<file path="src/rtl/bias_cfg_pkg.sv">
package bias_cfg_pkg;

    typedef enum logic [2:0] {
        SEQ_CLEAR,
        SEQ_LOAD_RD,
        SEQ_LOAD_CAP,
        SEQ_WAIT_TEMP,
        SEQ_RUN,
        SEQ_CMT_WR,
        SEQ_CMT_WAIT
    } seq_state_t;

    localparam logic [1:0] LEVEL_WRITE = 2'd2;

endpackage

</file>
<file path="src/rtl/bias_nv_store.sv">
module bias_nv_store #(
    parameter int DEPTH  = 10,
    parameter int WIDTH  = 10,
    parameter int WR_CYC = 4,
    parameter int AW     = $clog2(DEPTH)
) (
    input  logic             clk,
    input  logic             por_n,
    input  logic             rd_en,
    input  logic [AW-1:0]    rd_addr,
    output logic [WIDTH-1:0] rd_data,
    input  logic             wr_en,
    input  logic [AW-1:0]    wr_addr,
    input  logic [WIDTH-1:0] wr_data,
    output logic             wr_busy
);
    localparam int CW = $clog2(WR_CYC + 1);

    logic [WIDTH-1:0] cell_q [DEPTH];
    logic [CW-1:0]    busy_cnt_q;

    always_ff @(posedge clk or negedge por_n) begin
        if (!por_n) begin
            for (int i = 0; i < DEPTH; i++) cell_q[i] <= '0;
            rd_data    <= '0;
            busy_cnt_q <= '0;
        end else begin
            if (rd_en) rd_data <= cell_q[rd_addr];
            if (wr_en && busy_cnt_q == '0) begin
                cell_q[wr_addr] <= wr_data;
                busy_cnt_q      <= CW'(WR_CYC);
            end else if (busy_cnt_q != '0) begin
                busy_cnt_q <= busy_cnt_q - 1'b1;
            end
        end
    end

    assign wr_busy = (busy_cnt_q != '0);

endmodule

</file>
<file path="src/rtl/bias_op_regs.sv">
module bias_op_regs #(
    parameter int DEPTH = 10,
    parameter int WIDTH = 10,
    parameter int AW    = $clog2(DEPTH)
) (
    input  logic                   clk,
    input  logic                   rst_n,
    input  logic                   we,
    input  logic [AW-1:0]          waddr,
    input  logic [WIDTH-1:0]       wdata,
    input  logic [AW-1:0]          raddr,
    output logic [WIDTH-1:0]       rdata,
    output logic [DEPTH*WIDTH-1:0] words
);
    logic [WIDTH-1:0] reg_q [DEPTH];

    always_ff @(posedge clk or negedge rst_n) begin
        if (!rst_n) begin
            for (int i = 0; i < DEPTH; i++) reg_q[i] <= '0;
        end else if (we) begin
            reg_q[waddr] <= wdata;
        end
    end

    assign rdata = (int'(raddr) < DEPTH) ? reg_q[raddr] : '0;

    for (genvar g = 0; g < DEPTH; g++) begin : g_flat
        assign words[g*WIDTH +: WIDTH] = reg_q[g];
    end

endmodule

</file>
<file path="src/rtl/bias_band_calc.sv">
module bias_band_calc #(
    parameter int CODE_W = 8,
    parameter int TEMP_W = 8,
    parameter int SEG_W  = 2,
    parameter int NUM_SEG = 1 << SEG_W,
    parameter int WORD_W = CODE_W + 2
) (
    input  logic [WORD_W-1:0]         head_word,
    input  logic [NUM_SEG*CODE_W-1:0] incs,
    input  logic [TEMP_W-1:0]         temp,
    output logic [CODE_W-1:0]         code
);
    localparam int BAND = 1 << (TEMP_W - SEG_W);

    logic              bypass, negate;
    logic [CODE_W-1:0] base, acc;

    assign bypass = head_word[WORD_W-1];
    assign negate = head_word[WORD_W-2];
    assign base   = head_word[CODE_W-1:0];

    always_comb begin
        acc = '0;
        for (int s = 0; s < NUM_SEG; s++) begin
            if (temp >= TEMP_W'(s * BAND)) acc = acc + incs[s*CODE_W +: CODE_W];
        end
        if (bypass)      code = base;
        else if (negate) code = base - acc;
        else             code = base + acc;
    end

endmodule

</file>
<file path="src/rtl/bias_cfg_seq.sv">
module bias_cfg_seq #(
    parameter int NUM_CH         = 2,
    parameter int CODE_W         = 8,
    parameter int TEMP_W         = 8,
    parameter int SEG_W          = 2,
    parameter int FIRST_CONV_CYC = 2500000,
    parameter int NV_WR_CYC      = 4,
    parameter int NUM_SEG        = 1 << SEG_W,
    parameter int WPC            = NUM_SEG + 1,
    parameter int DEPTH          = NUM_CH * WPC,
    parameter int AW             = $clog2(DEPTH),
    parameter int WORD_W         = CODE_W + 2
) (
    input  logic                     clk,
    input  logic                     rst_n,
    input  logic                     por_n,
    input  logic [TEMP_W-1:0]        temp_in,
    input  logic                     temp_vld,
    input  logic [NUM_CH-1:0]        drv_en,
    input  logic                     host_wr,
    input  logic [AW-1:0]            host_addr,
    input  logic [WORD_W-1:0]        host_wdata,
    input  logic [1:0]               host_level,
    input  logic                     host_commit,
    output logic [WORD_W-1:0]        host_rdata,
    output logic                     busy,
    output logic [NUM_CH*CODE_W-1:0] dac_code,
    output logic [NUM_CH*CODE_W-1:0] drv_out
);
    import bias_cfg_pkg::*;

    localparam int          TW       = $clog2(FIRST_CONV_CYC + 1);
    localparam logic [AW-1:0] LAST_IDX = AW'(DEPTH - 1);

    seq_state_t state_q, state_d;

    logic [AW-1:0]             idx_q;
    logic [TW-1:0]             tmr_q;
    logic                      conv_seen_q;
    logic [TEMP_W-1:0]         temp_hold_q;
    logic                      live_q;
    logic [NUM_CH-1:0][CODE_W-1:0] dac_q;

    logic                      nv_rd_en, nv_wr_en, nv_busy;
    logic [WORD_W-1:0]         nv_rd_data, nv_wr_data;
    logic                      reg_we, host_ok, load_cap, commit_ok;
    logic [AW-1:0]             reg_waddr;
    logic [WORD_W-1:0]         reg_wdata;
    logic [DEPTH*WORD_W-1:0]   op_flat;
    logic [TEMP_W-1:0]         temp_sel;
    logic                      first_calc, next_calc;
    logic [NUM_CH-1:0][CODE_W-1:0] calc_code;

    // ---------------- state register ----------------
    always_ff @(posedge clk or negedge rst_n) begin
        if (!rst_n) state_q <= SEQ_CLEAR;
        else        state_q <= state_d;
    end

    // ---------------- next state ----------------
    always_comb begin
        state_d = state_q;
        unique case (state_q)
            SEQ_CLEAR:     state_d = SEQ_LOAD_RD;
            SEQ_LOAD_RD:   state_d = SEQ_LOAD_CAP;
            SEQ_LOAD_CAP:  state_d = (idx_q == LAST_IDX) ? SEQ_WAIT_TEMP : SEQ_LOAD_RD;
            SEQ_WAIT_TEMP: if (conv_seen_q) state_d = SEQ_RUN;
            SEQ_RUN:       if (commit_ok) state_d = SEQ_CMT_WR;
            SEQ_CMT_WR:    state_d = SEQ_CMT_WAIT;
            SEQ_CMT_WAIT:  if (!nv_busy) state_d = (idx_q == LAST_IDX) ? SEQ_RUN : SEQ_CMT_WR;
            default:       state_d = SEQ_CLEAR;
        endcase
    end

    // ---------------- decoded controls ----------------
    assign busy      = (state_q == SEQ_CLEAR) || (state_q == SEQ_LOAD_RD) ||
                       (state_q == SEQ_LOAD_CAP) || (state_q == SEQ_CMT_WR) ||
                       (state_q == SEQ_CMT_WAIT);
    assign load_cap  = (state_q == SEQ_LOAD_CAP);
    assign host_ok   = host_wr && (host_level == LEVEL_WRITE) && !busy &&
                       (int'(host_addr) < DEPTH);
    assign commit_ok = host_commit && (host_level == LEVEL_WRITE) && (state_q == SEQ_RUN);
    assign reg_we    = load_cap || host_ok;
    assign reg_waddr = load_cap ? idx_q : host_addr;
    assign reg_wdata = load_cap ? nv_rd_data : host_wdata;
    assign nv_rd_en  = (state_q == SEQ_LOAD_RD);
    assign nv_wr_en  = (state_q == SEQ_CMT_WR);
    assign nv_wr_data = op_flat[idx_q*WORD_W +: WORD_W];

    assign first_calc = (state_q == SEQ_WAIT_TEMP) && conv_seen_q;
    assign next_calc  = live_q && temp_vld &&
                        ((state_q == SEQ_RUN) || (state_q == SEQ_CMT_WR) ||
                         (state_q == SEQ_CMT_WAIT));
    assign temp_sel   = live_q ? temp_in : temp_hold_q;

    // ---------------- outputs and data registers ----------------
    always_ff @(posedge clk or negedge rst_n) begin
        if (!rst_n) begin
            idx_q       <= '0;
            tmr_q       <= '0;
            conv_seen_q <= 1'b0;
            temp_hold_q <= '0;
            live_q      <= 1'b0;
            dac_q       <= '0;
        end else begin
            if (!conv_seen_q) begin
                tmr_q <= tmr_q + 1'b1;
                if (tmr_q == TW'(FIRST_CONV_CYC - 1)) begin
                    conv_seen_q <= 1'b1;
                    temp_hold_q <= temp_in;
                end
            end
            if (load_cap || ((state_q == SEQ_CMT_WAIT) && !nv_busy))
                idx_q <= (idx_q == LAST_IDX) ? '0 : idx_q + 1'b1;
            if (first_calc || next_calc) begin
                dac_q  <= calc_code;
                live_q <= 1'b1;
            end
        end
    end

    // ---------------- storage ----------------
    bias_nv_store #(
        .DEPTH (DEPTH),
        .WIDTH (WORD_W),
        .WR_CYC(NV_WR_CYC),
        .AW    (AW)
    ) u_store (
        .clk    (clk),
        .por_n  (por_n),
        .rd_en  (nv_rd_en),
        .rd_addr(idx_q),
        .rd_data(nv_rd_data),
        .wr_en  (nv_wr_en),
        .wr_addr(idx_q),
        .wr_data(nv_wr_data),
        .wr_busy(nv_busy)
    );

    bias_op_regs #(
        .DEPTH(DEPTH),
        .WIDTH(WORD_W),
        .AW   (AW)
    ) u_regs (
        .clk  (clk),
        .rst_n(rst_n),
        .we   (reg_we),
        .waddr(reg_waddr),
        .wdata(reg_wdata),
        .raddr(host_addr),
        .rdata(host_rdata),
        .words(op_flat)
    );

    // ---------------- per-channel computation and gating ----------------
    for (genvar c = 0; c < NUM_CH; c++) begin : g_ch
        logic [NUM_SEG*CODE_W-1:0] incs;
        for (genvar s = 0; s < NUM_SEG; s++) begin : g_inc
            assign incs[s*CODE_W +: CODE_W] = op_flat[(c*WPC+1+s)*WORD_W +: CODE_W];
        end

        bias_band_calc #(
            .CODE_W (CODE_W),
            .TEMP_W (TEMP_W),
            .SEG_W  (SEG_W),
            .NUM_SEG(NUM_SEG),
            .WORD_W (WORD_W)
        ) u_calc (
            .head_word(op_flat[c*WPC*WORD_W +: WORD_W]),
            .incs     (incs),
            .temp     (temp_sel),
            .code     (calc_code[c])
        );

        assign dac_code[c*CODE_W +: CODE_W] = dac_q[c];
        assign drv_out[c*CODE_W +: CODE_W]  = drv_en[c] ? dac_q[c] : '0;
    end

endmodule

</file>
<file path="config.mk">
export PLATFORM = sky130hd
export DESIGN_NAME = bias_cfg_seq
export DESIGN_NICKNAME = d
export VERILOG_FILES = /design/src/rtl/bias_cfg_pkg.sv /design/src/rtl/bias_nv_store.sv /design/src/rtl/bias_op_regs.sv /design/src/rtl/bias_band_calc.sv /design/src/rtl/bias_cfg_seq.sv
export SDC_FILE = /design/constraint.sdc
export NUM_CORES = 1
export LEC_CHECK = 0
export ABC_AREA = 1
export BUFFER_PORTS_ARGS = -buffer_cell sky130_fd_sc_hd__buf_2
export CAP_MARGIN = 15
export CORE_UTILIZATION = 63
export CTS_CLUSTER_SIZE = 30
export DETAILED_ROUTE_END_ITERATION = 8
export PLACE_DENSITY = 0.88
export RECOVER_POWER = 50
export SYNTH_ARGS = -nofsm -noshare
export SYNTH_HDL_FRONTEND = slang
export SYNTH_SLANG_ARGS = --single-unit
</file>
<file path="constraint.sdc">
create_clock -name clk -period 5.8 [get_ports clk]
set_input_delay 0.58 -clock clk [delete_from_list [all_inputs] [get_ports clk]]
set_output_delay 0.58 -clock clk [all_outputs]
set_load 0.05 [all_outputs]
</file>
==> impl_metrics.toml <==
[cells_and_area]
syn2layout_area_growth_pct = 9.16
final_cell_mix = "556 x nand2_1, 262 x dfrtp_1, 261 x o21ai_0, 201 x inv_1, 125 x nor2_1"
fin_nets = 2255
mostFrequentLayoutCell = "nand2_1"
drive_above_1_share = 0.0824
fin_area_sq_um = 17600

[yosys]
synth_edf_count = 0
avgSynthCellArea_sq_um = 7.58
synthCells = 2126
seq_area_frac_synth = 0.407
synth_area_sq_um = 16100
async_flop_share = 1.00
syn_nets = 2227
synthDistinctLibCells = 55
synth_ff_type = "dfrtp_1"
yosys_warnings = 0
ys_ff_latch = 262

[power_and_ir_drop]
combPwrFrac = 0.175
clock_power_share = 0.408
peakVddDrop_mv = 0.274
p_sw_mw = 1.37
p_int_mw = 3.27
power_frac_seq = 0.417
leakagePower_nw = 8.79
powerDensity_nw_per_um2 = 264
finalPower_mw = 4.65
netSwitchingFraction = 0.296

[die]
core_area_sq_um = 25100
ios = 75
die_height_um = 162
start_util = 0.642
die_x_um = 162
fp-row-count = 58
dieArea_sq_um = 26200

[routing]
vias = 15500
viasPerCell = 6.17
drt_iter0_drc = 1901
avgRoutedWirePerCell_um = 19.7
postRouteAntennaNets = 0
drc = 0
drt_wl_total_mm = 49.4
dr.pass1.iters = 7

[sta]
hold_viol_final = 0
fin_skew_ps = 18.1
worstMarginPinSlew_ps = 4220
setup_violations = 0
relSlewSlack = -1.81
drv_slew = 302
finalCriticalPeriod_ps = 5390
whs_ps = 309
fin_ws_ps = 411
max_freq_ghz = 0.186
rsz0062_at_grt = "false"
period_share = 0.929
final.setup.tns_ps = 0

[clock_tree]
clk_latency_ps = 570
clockRootBuffer = "clkbuf_16"
cts_buffer_depth = 3
postCtsSetupRepairBufs = 0
cts_tree = "yes"
path_clk_slew_ps = 60
cts_sinks = 262
numCtsBuffers = 28
htreeDepth = 1

[critical_path]
cp-start-kind = "flop"
ff2ff_setup_slack_ps = 410
crit_required_ps = 6250
crit_arrival_ps = 5840
crit_type = "reg2reg"
critical_path.max_fanout = 15
cp-end-kind = "flop"
critPathSlowestCell = "dfrtp_1"
critical_path.max_stage_delay_ps = 460
path_delay_family = "simple AND/OR/NAND/NOR gates"
path_buf_inv = 5
cpMostUsedCell = "nand2_1"

[placed_design]
gp_congestion = 1.01
place.port_buffers = 68
dp_hpwl_mm = 34.8
post_dp_cell_area_sq_um = 16600
place_ws_ps = 161

[global_route]
antenna_found_initial = 1
grt_pass1_wl_mm = 78.5
grt_use_total = 0.385
grt_max_degree = 80
grt_pass1_vias = 14800
overflow = 0

[min_path]
hp-class = "in2reg"

[outcome]
status = "finished, violations left"
violations = "max-capacitance violations, max-slew violations"

[job]
maxCapViolCount = 5
stage by stage:
step	utilization	instances
2_1_floorplan	-	2126
6_report	0.701	2504
3_3_place_gp	0.663	2452
3_5_place_dp	0.663	2452
4_1_cts	0.702	2502
5_1_grt	0.701	2504
registers in the layout, indices dropped and copies added (netlist names):
name                cells
dac_code               16
conv_seen_q             1
u_store.rd_data        10
state_q                 3
u_regs.words          100
tmr_q                  22
u_store.cell_q        100
live_q                  1
u_store.busy_cnt_q      3
idx_q                   4
temp_hold_q             2
metal layers:
layer / track usage / vias up / routed length, um
met2: 0.610 / 879 / 22500
met4: 0.250 / 0 / 3300
met5: 0 / - / 0
met3: 0.0697 / 209 / 4980
met1: 0.488 / 7237 / 18600
li1: - / 7137 / -
area by class of cell:
| cell class | instances | area, sq um |
|---|---|---|
| Antenna cell | 1 | 2.50 |
| Tap cell | 330 | 413 |
| Timing Repair Buffer | 95 | 498 |
| Sequential cell | 262 | 6560 |
| Multi-Input combinational cell | 1547 | 8310 |
| Clock inverter | 13 | 203 |
| Clock buffer | 36 | 781 |
| Inverter | 220 | 832 |
| Fill cell | 2047 | 7510 |
worst min-delay path, delay by kind of cell:
kind | cells | cell delay, ps
AOI/OAI and AO/OA | 1 | 80
buffers and inverters | 2 | 160
power by group through the flow:
stage	registers, mW	logic [mW]	clock network [mW]
5_1_grt	1.94	0.912	1.98
3_3_place_gp	1.97	0.764	0
3_5_place_dp	1.97	0.790	0
4_1_cts	1.93	0.797	1.90
6_report	1.94	0.813	1.89
2_1_floorplan	1.94	0.584	0
cells by family after synthesis:
group	share of synthesized area
simple gates	0.245
compound gates	0.178
buf+inv	0.0795
flops	0.407
fa+ha+maj	0.0573
xor+xnor	0.0255
mux	0.00807
timing repair:
action	CTS	global route
gates resized for setup	0	4
hold endpoints to repair	34	0
setup endpoints to repair	0	2
hold buffers	1	0
cell usage after synthesis (2+ instances only):
cell type | count | area share
xor2_1 | 30 | 0.016
a221oi_1 | 4 | 0.0022
nand2_2 | 16 | 0.0062
clkbuf_1 | 75 | 0.017
o311ai_0 | 2 | 0.0011
a22oi_1 | 85 | 0.040
clkinv_1 | 4 | 0.00093
xnor2_1 | 17 | 0.0092
o21bai_1 | 2 | 0.00093
nand4_1 | 30 | 0.012
nand2_1 | 556 | 0.13
o2111ai_1 | 2 | 0.0011
o22ai_1 | 6 | 0.0023
a21o_1 | 2 | 0.00093
and2_1 | 5 | 0.0019
inv_2 | 13 | 0.0030
o21ai_0 | 263 | 0.082
ha_1 | 61 | 0.047
buf_6 | 5 | 0.0035
a21oi_1 | 110 | 0.034
dfrtp_1 | 262 | 0.41
nand2_4 | 6 | 0.0042
buf_4 | 2 | 0.00093
or2_2 | 7 | 0.0027
or2_1 | 4 | 0.0016
nand3b_1 | 4 | 0.0019
a31oi_1 | 3 | 0.0012
nor4_1 | 4 | 0.0016
fa_1 | 8 | 0.0099
mux2i_1 | 13 | 0.0081
buf_1 | 3 | 0.00070
nor2_1 | 128 | 0.030
inv_1 | 200 | 0.047
nand3_1 | 124 | 0.038
nand3_2 | 15 | 0.0093
a211oi_1 | 2 | 0.00093
buf_2 | 10 | 0.0031
o21ai_1 | 2 | 0.00062
nor3_1 | 8 | 0.0025
o221ai_1 | 5 | 0.0027
nor3_2 | 2 | 0.0012
nor2_4 | 2 | 0.0014
inv_4 | 2 | 0.00078
o211ai_1 | 11 | 0.0051
path summary, 6_finish.rpt:
path	startpoint	end	depth (start not counted)
setup / recovery	live_q$_DFFE_PN0P_	dac_code[7]$_DFFE_PN0P_	34
hold / removal	temp_in[7]	temp_hold_q[7]$_DFFE_PN0P_	3
setup reg to reg	live_q$_DFFE_PN0P_	dac_code[7]$_DFFE_PN0P_	34
hold reg to reg	tmr_q[21]$_DFFE_PN0N_	tmr_q[21]$_DFFE_PN0N_	1
max in group asynchronous	rst_n	dac_code[5]$_DFFE_PN0P_	2
min in group asynchronous	por_n	u_store.cell_q[30]$_DFFE_PN0P_	2
No activity file was read; power rests on OpenSTA's default activity.
